--- config.mk ---
export PLATFORM = sky130hd
export DESIGN_NAME = hc_cmdsts
export DESIGN_NICKNAME = d
export VERILOG_FILES = /design/src/rtl/hcs_pkg.sv /design/src/rtl/hcs_reset_seq.sv /design/src/rtl/hcs_run_ctl.sv /design/src/rtl/hcs_sts_flags.sv /design/src/rtl/hc_cmdsts.sv
export SDC_FILE = /design/constraint.sdc
export NUM_CORES = 1
export LEC_CHECK = 0
export ABC_AREA = 0
export BUFFER_PORTS_ARGS = -buffer_cell sky130_fd_sc_hd__clkbuf_2
export CAP_MARGIN = 20
export CORE_AREA = 4 4 66 68
export CTS_CLUSTER_DIAMETER = 60
export CTS_CLUSTER_SIZE = 20
export DETAILED_ROUTE_END_ITERATION = 7
export DIE_AREA = 0 0 70 72
export PLACE_DENSITY = 0.84
export SLEW_MARGIN = 20
export SYNTH_ARGS = -nofsm -noshare
export SYNTH_HDL_FRONTEND = slang
export SYNTH_SLANG_ARGS = --single-unit
export TNS_END_PERCENT = 10
--- constraint.sdc ---
create_clock -name clk -period 2.5 [get_ports clk]
set_clock_uncertainty 0.05 [all_clocks]
set_input_delay 0.25 -clock clk [delete_from_list [all_inputs] [get_ports clk]]
set_output_delay 0.25 -clock clk [all_outputs]
set_load 0.005 [all_outputs]
--- src/rtl/hcs_pkg.sv ---
package hcs_pkg;

    localparam int DW = 32;

    // command bit positions
    localparam int CMD_RUN_B   = 0;
    localparam int CMD_FRST_B  = 1;
    localparam int CMD_LRST_B  = 7;
    // status bit positions
    localparam int STS_HALT_B  = 0;
    localparam int STS_FATAL_B = 2;
    localparam int STS_EVT_B   = 3;
    localparam int STS_PORT_B  = 4;
    localparam int STS_NRDY_B  = 11;
    localparam int STS_HCE_B   = 12;

    // plain storage bits of the command register: 0, 2, 3, 8..11
    localparam logic [DW-1:0] CMD_STORE_MASK = 32'h0000_0F0D;

    localparam int IDX_CMD = 0;
    localparam int IDX_STS = 1;

    typedef enum logic [1:0] {
        SEQ_IDLE  = 2'd0,
        SEQ_FULL  = 2'd1,
        SEQ_LIGHT = 2'd2,
        SEQ_WAIT  = 2'd3
    } seq_state_e;

    typedef enum logic [1:0] {
        RUN_HALTED   = 2'd0,
        RUN_ACTIVE   = 2'd1,
        RUN_DRAINING = 2'd2
    } run_state_e;

    typedef struct packed {
        logic hce;
        logic port;
        logic evt;
        logic fatal;
    } flags_t;

    function automatic logic [DW-1:0] cmd_view(input logic [DW-1:0] store,
                                               input logic full_busy,
                                               input logic light_busy);
        logic [DW-1:0] v;
        v = store & CMD_STORE_MASK;
        v[CMD_FRST_B] = full_busy;
        v[CMD_LRST_B] = light_busy;
        return v;
    endfunction

    function automatic logic [DW-1:0] sts_view(input flags_t f,
                                               input logic halted,
                                               input logic nrdy);
        logic [DW-1:0] v;
        v = '0;
        v[STS_HALT_B]  = halted;
        v[STS_FATAL_B] = f.fatal;
        v[STS_EVT_B]   = f.evt;
        v[STS_PORT_B]  = f.port;
        v[STS_NRDY_B]  = nrdy;
        v[STS_HCE_B]   = f.hce;
        return v;
    endfunction

endpackage

--- src/rtl/hcs_reset_seq.sv ---
module hcs_reset_seq
    import hcs_pkg::*;
#(
    parameter int FRST_CYCLES = 8,
    parameter int LRST_CYCLES = 8,
    parameter int NRDY_CYCLES = 32
) (
    input  logic clk,
    input  logic rst,
    input  logic start_full,
    input  logic start_light,
    output logic full_busy,
    output logic light_busy,
    output logic not_ready
);
    localparam int MAXC = (FRST_CYCLES > LRST_CYCLES) ?
                          ((FRST_CYCLES > NRDY_CYCLES) ? FRST_CYCLES : NRDY_CYCLES) :
                          ((LRST_CYCLES > NRDY_CYCLES) ? LRST_CYCLES : NRDY_CYCLES);
    localparam int CW = $clog2(MAXC) + 1;
    localparam logic [CW-1:0] F_LAST = CW'(FRST_CYCLES - 1);
    localparam logic [CW-1:0] L_LAST = CW'(LRST_CYCLES - 1);
    localparam logic [CW-1:0] N_LAST = CW'(NRDY_CYCLES - 1);

    seq_state_e st_q, st_d;
    logic [CW-1:0] cnt_q, cnt_d;

    always_comb begin
        st_d  = st_q;
        cnt_d = cnt_q + 1'b1;
        unique case (st_q)
            SEQ_IDLE: begin
                cnt_d = '0;
                if (start_full)       st_d = SEQ_FULL;
                else if (start_light) st_d = SEQ_LIGHT;
            end
            SEQ_FULL: if (cnt_q == F_LAST) begin
                st_d  = SEQ_WAIT;
                cnt_d = '0;
            end
            SEQ_LIGHT: if (cnt_q == L_LAST) begin
                st_d  = SEQ_IDLE;
                cnt_d = '0;
            end
            SEQ_WAIT: if (cnt_q == N_LAST) begin
                st_d  = SEQ_IDLE;
                cnt_d = '0;
            end
            default: st_d = SEQ_IDLE;
        endcase
    end

    always_ff @(posedge clk) begin
        if (rst) begin
            st_q  <= SEQ_WAIT;
            cnt_q <= '0;
        end else begin
            st_q  <= st_d;
            cnt_q <= cnt_d;
        end
    end

    assign full_busy  = (st_q == SEQ_FULL);
    assign light_busy = (st_q == SEQ_LIGHT);
    assign not_ready  = (st_q == SEQ_FULL) || (st_q == SEQ_WAIT);

    // a finished full reset hands over to the not-ready window
    assert_wait_after_full_R8: assert property (@(posedge clk) disable iff (rst)
        $fell(full_busy) |-> not_ready);
    // a light reset never leaves the block not-ready
    assert_light_keeps_ready_R9: assert property (@(posedge clk) disable iff (rst)
        $fell(light_busy) |-> !not_ready);

endmodule

--- src/rtl/hcs_run_ctl.sv ---
module hcs_run_ctl
    import hcs_pkg::*;
#(
    parameter int HALT_CYCLES = 16
) (
    input  logic clk,
    input  logic rst,
    input  logic force_halt,
    input  logic run_cmd,
    output logic run_enable,
    output logic halted
);
    localparam int CW = $clog2(HALT_CYCLES) + 1;
    localparam logic [CW-1:0] H_LAST = CW'(HALT_CYCLES - 1);

    run_state_e st_q, st_d;
    logic [CW-1:0] cnt_q, cnt_d;

    always_comb begin
        st_d  = st_q;
        cnt_d = '0;
        unique case (st_q)
            RUN_HALTED:   if (run_cmd) st_d = RUN_ACTIVE;
            RUN_ACTIVE:   if (!run_cmd) st_d = RUN_DRAINING;
            RUN_DRAINING: begin
                cnt_d = cnt_q + 1'b1;
                if (cnt_q == H_LAST) begin
                    st_d  = RUN_HALTED;
                    cnt_d = '0;
                end
            end
            default: st_d = RUN_HALTED;
        endcase
        if (force_halt) begin
            st_d  = RUN_HALTED;
            cnt_d = '0;
        end
    end

    always_ff @(posedge clk) begin
        if (rst) begin
            st_q  <= RUN_HALTED;
            cnt_q <= '0;
        end else begin
            st_q  <= st_d;
            cnt_q <= cnt_d;
        end
    end

    assign run_enable = (st_q == RUN_ACTIVE);
    assign halted     = (st_q == RUN_HALTED);

    // a withdrawn run/stop stops the controller on the next clock
    assert_stop_next_R4: assert property (@(posedge clk) disable iff (rst)
        !run_cmd |=> !run_enable);
    // any reset sequence leaves the controller halted
    assert_force_halts_R9: assert property (@(posedge clk) disable iff (rst)
        force_halt |=> halted);

endmodule

--- src/rtl/hcs_sts_flags.sv ---
module hcs_sts_flags
    import hcs_pkg::*;
(
    input  logic       clk,
    input  logic       rst,
    input  logic       clr_soft,
    input  logic       clr_hard,
    input  logic       set_fatal,
    input  logic       set_evt,
    input  logic       set_port,
    input  logic       set_hce,
    input  logic       w1c_en,
    input  logic [2:0] w1c_bits,
    output flags_t     flags
);
    flags_t f_q, f_d;
    logic [2:0] clr;

    assign clr = w1c_en ? w1c_bits : 3'b000;

    always_comb begin
        f_d.fatal = (f_q.fatal & ~clr[0]) | set_fatal;
        f_d.evt   = (f_q.evt   & ~clr[1]) | set_evt;
        f_d.port  = (f_q.port  & ~clr[2]) | set_port;
        f_d.hce   = f_q.hce | set_hce;
        if (clr_soft) begin
            f_d.fatal = 1'b0;
            f_d.evt   = 1'b0;
            f_d.port  = 1'b0;
        end
        if (clr_hard) f_d.hce = 1'b0;
    end

    always_ff @(posedge clk) begin
        if (rst) f_q <= '0;
        else     f_q <= f_d;
    end

    assign flags = f_q;

    // an event outside a reset sequence is always recorded
    assert_evt_sticky_R6: assert property (@(posedge clk) disable iff (rst)
        (set_evt && !clr_soft) |=> flags.evt);
    // the internal error flag is only lost through a full reset
    assert_hce_hold_R11: assert property (@(posedge clk) disable iff (rst)
        (flags.hce && !clr_hard) |=> flags.hce);

endmodule

--- src/rtl/hc_cmdsts.sv ---
module hc_cmdsts
    import hcs_pkg::*;
#(
    parameter int AW          = 2,
    parameter int FRST_CYCLES = 8,
    parameter int LRST_CYCLES = 8,
    parameter int NRDY_CYCLES = 32,
    parameter int HALT_CYCLES = 16
) (
    input  logic          clk,
    input  logic          rst,
    input  logic          reg_wr,
    input  logic [AW-1:0] reg_waddr,
    input  logic [31:0]   reg_wdata,
    input  logic [AW-1:0] reg_raddr,
    output logic [31:0]   reg_rdata,
    input  logic          fatal_evt,
    input  logic          event_evt,
    input  logic          port_evt,
    input  logic          hce_evt,
    input  logic          db_req,
    output logic          db_accept,
    output logic          run_enable,
    output logic          core_rst
);
    localparam logic [AW-1:0] A_CMD = AW'(IDX_CMD);
    localparam logic [AW-1:0] A_STS = AW'(IDX_STS);

    logic full_busy, light_busy, not_ready, halted;
    logic wr_ok, wr_cmd, wr_sts, start_full, start_light;
    logic seq_clear, hard_clear;
    logic [DW-1:0] cmd_q, cmd_d;
    flags_t flags;

    assign wr_ok       = reg_wr && !not_ready && !light_busy;
    assign wr_cmd      = wr_ok && (reg_waddr == A_CMD);
    assign wr_sts      = wr_ok && (reg_waddr == A_STS);
    assign start_full  = wr_cmd && reg_wdata[CMD_FRST_B];
    assign start_light = wr_cmd && reg_wdata[CMD_LRST_B] && !reg_wdata[CMD_FRST_B];
    assign seq_clear   = start_full || start_light || full_busy || light_busy;
    assign hard_clear  = start_full || full_busy;

    always_comb begin
        cmd_d = cmd_q;
        if (wr_cmd) cmd_d = reg_wdata & CMD_STORE_MASK;
        if (fatal_evt) cmd_d[CMD_RUN_B] = 1'b0;
        if (seq_clear) cmd_d = '0;
    end

    always_ff @(posedge clk) begin
        if (rst) cmd_q <= '0;
        else     cmd_q <= cmd_d;
    end

    hcs_reset_seq #(
        .FRST_CYCLES(FRST_CYCLES),
        .LRST_CYCLES(LRST_CYCLES),
        .NRDY_CYCLES(NRDY_CYCLES)
    ) u_seq (
        .clk        (clk),
        .rst        (rst),
        .start_full (start_full),
        .start_light(start_light),
        .full_busy  (full_busy),
        .light_busy (light_busy),
        .not_ready  (not_ready)
    );

    hcs_run_ctl #(
        .HALT_CYCLES(HALT_CYCLES)
    ) u_run (
        .clk       (clk),
        .rst       (rst),
        .force_halt(seq_clear),
        .run_cmd   (cmd_q[CMD_RUN_B]),
        .run_enable(run_enable),
        .halted    (halted)
    );

    hcs_sts_flags u_flags (
        .clk      (clk),
        .rst      (rst),
        .clr_soft (seq_clear),
        .clr_hard (hard_clear),
        .set_fatal(fatal_evt),
        .set_evt  (event_evt),
        .set_port (port_evt),
        .set_hce  (hce_evt),
        .w1c_en   (wr_sts),
        .w1c_bits (reg_wdata[STS_PORT_B:STS_FATAL_B]),
        .flags    (flags)
    );

    always_comb begin
        if (reg_raddr == A_CMD)      reg_rdata = cmd_view(cmd_q, full_busy, light_busy);
        else if (reg_raddr == A_STS) reg_rdata = sts_view(flags, halted, not_ready);
        else                         reg_rdata = '0;
    end

    assign db_accept = db_req && !not_ready;
    assign core_rst  = full_busy || light_busy;

    // a fatal error withdraws run/stop on the same edge
    assert_fatal_stops_R5: assert property (@(posedge clk) disable iff (rst)
        fatal_evt |=> !cmd_q[CMD_RUN_B]);
    // the controller never runs while it is not ready
    assert_ready_before_run_R2: assert property (@(posedge clk) disable iff (rst)
        run_enable |-> !not_ready);
    // a full reset in progress keeps the controller stopped
    assert_full_rst_stopped_R8: assert property (@(posedge clk) disable iff (rst)
        full_busy |-> (!run_enable && halted));

endmodule

Yosys cells after proc, flatten, opt, wreduce, memory -nomap -nowiden
Cells that the tools add are included.
{"block": "totals", "ff_bits": 26, "in_bits": 44, "output_inout_bits": 35, "elab_cells": 84}
{"block": "classes", "addsub": 2, "eq_ne": 17, "muxes": 16, "bitwise": 11, "reduce_logical": 28}
{"operator": "$mux 13", "n": 2}
{"operator": "$pmux 6 s3", "n": 1}
{"operator": "$mux 2", "n": 8}
{"operator": "$mux 6", "n": 2}
{"operator": "$ne 2x1->1 const B", "n": 5}
{"operator": "$eq 2x1->1 const B", "n": 4}
{"operator": "$logic_and 1x1->1", "n": 8}
{"operator": "$logic_not 2->1", "n": 4}
{"operator": "$pmux 2 s4", "n": 1}
{"operator": "$add 6x1->6 const B", "n": 1}
{"operator": "$eq 2x2->1 const B", "n": 3}
{"operator": "$eq 6x3->1 const B", "n": 1}
{"operator": "$eq 6x5->1 const B", "n": 1}
{"operator": "$logic_or 1x1->1", "n": 6}
{"operator": "$pmux 2 s3", "n": 1}
{"operator": "$reduce_or 2->1", "n": 3}
{"operator": "$add 5x1->5 const B", "n": 1}
{"operator": "$eq 5x4->1 const B", "n": 1}
{"operator": "$not 1->1", "n": 4}
{"operator": "$or 1x1->1", "n": 4}
{"operator": "$reduce_and 4->1", "n": 1}
{"operator": "$reduce_or 4->1", "n": 1}
{"operator": "$and 1x1->1", "n": 3}
{"operator": "$logic_not 1->1", "n": 3}
{"operator": "other kinds (5)", "n": 5}

Depth between registers and ports, before layout
{"block": "depth", "ltp_word": 12, "depth_mapped": 8}

Cells and area by module
Synthesis repeated with hierarchy kept, for this count alone.
{"block": "unflattened", "hier_cells": 174, "area_unflattened_um2": 1585.3}
{"mod": "hc_cmdsts", "instances": 1, "cells_per_inst": 83, "area_per_inst_um2": 703.2, "seq_area_each_um2": 140.1}
{"mod": "hcs_reset_seq", "instances": 1, "cells_per_inst": 51, "area_per_inst_um2": 466.7, "seq_area_each_um2": 160.2}
{"mod": "hcs_run_ctl", "instances": 1, "cells_per_inst": 27, "area_per_inst_um2": 275.3, "seq_area_each_um2": 140.1}
{"mod": "hcs_sts_flags", "instances": 1, "cells_per_inst": 13, "area_per_inst_um2": 140.1, "seq_area_each_um2": 80.1}

Least setup slack after synthesis
OpenSTA, ideal clock, no wires.
{"block": "synth_timing", "kind": "reg2reg", "startpoint": "register u_seq.st_q[1]", "endpoint": "register u_seq.st_q[1]", "setup_time_ns": 0.095, "arrival_ns": 2.189, "required_ns": 2.355, "path_slack_ns": 0.166, "path_stages_with_launch": 8, "path_buffers": 1, "path_cell_list": "dfxtp_1 -> inv_1 -> ha_1 -> buf_6 -> or4b_4 -> o31a_1 -> or3_1 -> o311ai_1"}
{"block": "synth_between", "elab_chain_len": 10}
{"item": "from (decl)", "line": "hcs_reset_seq.sv:24", "source": "seq_state_e st_q, st_d;"}
{"item": "from (signal assigned)", "line": "hcs_reset_seq.sv:57", "source": "st_q <= st_d;"}
{"item": "$eq 2x1->1 / $eq 2x2->1 (equally long branches)", "line": "hcs_reset_seq.sv:30, hcs_reset_seq.sv:64"}
{"item": "$logic_or 1x1->1", "line": "hcs_reset_seq.sv:64", "source": "assign not_ready = (st_q == SEQ_FULL) || (st_q == SEQ_WAIT);"}
{"item": "$logic_not 1->1", "line": "hc_cmdsts.sv:35", "source": "assign wr_ok = reg_wr && !not_ready && !light_busy;"}
{"item": "$logic_and 1x1->1 (2 in series)", "line": "hc_cmdsts.sv:35"}
{"item": "$logic_and 1x1->1", "line": "hc_cmdsts.sv:36", "source": "assign wr_cmd = wr_ok && (reg_waddr == A_CMD);"}
{"item": "$logic_and 1x1->1 (2 in series)", "line": "hc_cmdsts.sv:39", "source": "assign start_light = wr_cmd && reg_wdata[CMD_LRST_B] && !reg_wdata[CMD_FRST_B];"}
{"item": "$ne 3x3->1 (no source line)"}
{"item": "$reduce_and 4->1 (no source line)"}
Several ways; a longest one is shown, not always the timed one.
A chain may end at the register's enable or synchronous reset.

Worst setup path in the final report
Ends and elaborated chain as after synthesis.

==> metrics.csv <==
metric,value,unit
run status,"finished, final reports clean",
vias in the first global route,1072,
io pins,79,
dominant cells by area after synthesis,"dfxtp_1, buf_4, nor2_1, ha_1, mux2i_1",
layout cells sized above 1,20.9,%
CTS max path bufs,2,
"Top FF cell, synth",dfxtp_1,
CTS tree,yes,
Detail Placement HPWL,2260,microns
via count,1177,
mean routed wirelength per cell,11.0,microns
n_diodes,0,
Power Density,600,nW/um^2
Die Y,72,microns
Post-DP Area,1590,sq um
Final Net Count,254,
DR iter-0 viols,35,
final instance area,1660,sq um
WL final,2770,microns
Critical Path RT,2630,ps
CP max FO,5,
Fillers,377,
critical path's slowest cell,or4b_4,
post-synth top area share,36.0,%
total power,996,uW
Sum Neg Setup Slack,0,ps
Async SR Flop Fraction,0,%
cells after synthesis,166,
GRT Total Usage,11.1,%
leakage,0.833,nW
routed vias/inst,4.69,
max_slew headroom,56.5,%
CTS root buf,clkbuf_8,
final count of hold timing violations,0,
core area,3860,sq um
P&R area growth vs syn,14.9,%
final setup fails,0,
Final Max Slew Viols,0,
grt total ovfl,0,
hold_buf cts,0,
Buf/Inv on CP,1,
worst path cell trace,"inv_1, ha_1, or4b_4, o31a_1, or3_1, o311ai_1",
worst slew pin tran,643,ps
"most common cell after layout, fill and taps aside",clkbuf_2,
mapped cell area,1450,sq um
post-cts resize count,0,
gpl congestion,0.872,
#FFs+latches synth,26,
H-Tree Depth,1,
Hold/Removal Path Class,in -> reg,
Synth warnings,0,
# rows,23,
setup repair bufs after CTS,0,
pin count of the biggest net entering global routing,16,
Crit path max-delay family,simple AND/OR/NAND/NOR gates,
Yosys cell types,39,
global-route wire length before repair,4560,microns
starting density of the core,37.5,%
crit path capture type,register,
worst vdd ir,0.215,mV
Die X-Extent,70,microns
slowest cell delay on critical path,570,ps
Avg Inst Size Synth,8.71,sq um
ANT nets after route,0,
Die Area,5040,sq um
CTS sink cnt,26,
Pre-antenna DRT Iters,4,
Worst R2R Setup Slack,150,ps
Max-Cap Viols,0,
initial antenna violation count,0,
detailed-route DRC error count,0,
PortBufs,35,
Worst Hold Slack,113,ps
clock-pin slew on the worst setup and hold paths,90,ps
Worst-Skew Late Latency,270,ps
Setup CP Type,reg -> reg,
post-layout min period,2350,ps
"commonest non-fill, non-tap cells in the layout","clkbuf_2, nor2_1, dfxtp_1",
maximum clock rate,425,MHz
Worst setup SP type,register,
Num CTS Buffers,3,
Critical Path AT,2480,ps
Post-synth EDFFs,0,
"Seq/Total Area, Yosys",36.0,%
Final Util,43.1,%
post-synth top area cell,dfxtp_1,
unrepaired setup endpoints after global routing,no,
crit share post-route,94.2,%
[cells in the mapped netlist (3+ instances only)]
master / n
mux2i_1: 10
xnor2_1: 3
dfxtp_1: 26
nor2_1: 32
inv_1: 8
ha_1: 8
nor3_1: 3
clkbuf_1: 4
and2_1: 6
xor2_1: 3
a21oi_1: 3
buf_4: 21
nand3_1: 6
[report_power, final]
part	internal, mW	switching, mW	total, mW
Combinational	0.0889	0.115	0.204
Sequential	0.438	0.0153	0.453
Clock	0.214	0.125	0.339
Total	0.741	0.255	0.996
[worst paths after layout]
check,start,endpoint,depth (start not counted)
min,fatal_evt,cmd_q[0],2
max,u_seq.st_q[1],u_seq.st_q[1],6
min reg2reg,u_seq.cnt_q[0],u_seq.cnt_q[0],1
max reg2reg,u_seq.st_q[1],u_seq.st_q[1],6
[final cells by class]
cell class | count | area [sq um] | area share (%)
Clock buffer | 3 | 41.3 | 2.49
Clock inverter | 1 | 30.0 | 1.81
Inverter | 8 | 30.0 | 1.81
Multi-Input combinational cell | 126 | 786 | 47.3
Tap cell | 50 | 62.6 | 3.77
Timing Repair Buffer | 37 | 190 | 11.5
Sequential cell | 26 | 520 | 31.3
[state kept, by name, indices dropped and copies added, names as in the netlist]
register and cells:
u_seq.cnt_q 6, u_seq.st_q 2, u_flags.flags 4, u_run.cnt_q 5, cmd_q 7, u_run.st_q 2
[kinds of logic after synthesis]
logic type               Yosys count  synth area share [%]
multiplexers                      10                  6.93
buffers and inverters             34                  14.8
XOR/XNOR                           6                  3.64
AO/OA/AOI/OAI                     18                  9.09
other                              1                 0.259
flip-flops                        26                  36.0
AND/OR/NAND/NOR                   63                  22.3
adder cells (fa/ha/maj)            8                  6.93
[layer usage]
metal  GRT usage (%)  wire length [microns]
met2            19.6                   1350
met5               0                      0
met4            3.19                     17
met3            3.46                    241
met1            12.8                   1160
[stage by stage]
step / setup slack (ps) / cells
after floorplan: 166 / 186
after global placement: 185 / 247
after detailed placement: 169 / 247
after CTS: 145 / 251
after global routing: 39.0 / 251
final: 146 / 251
(Power assumes the default switching activity.)
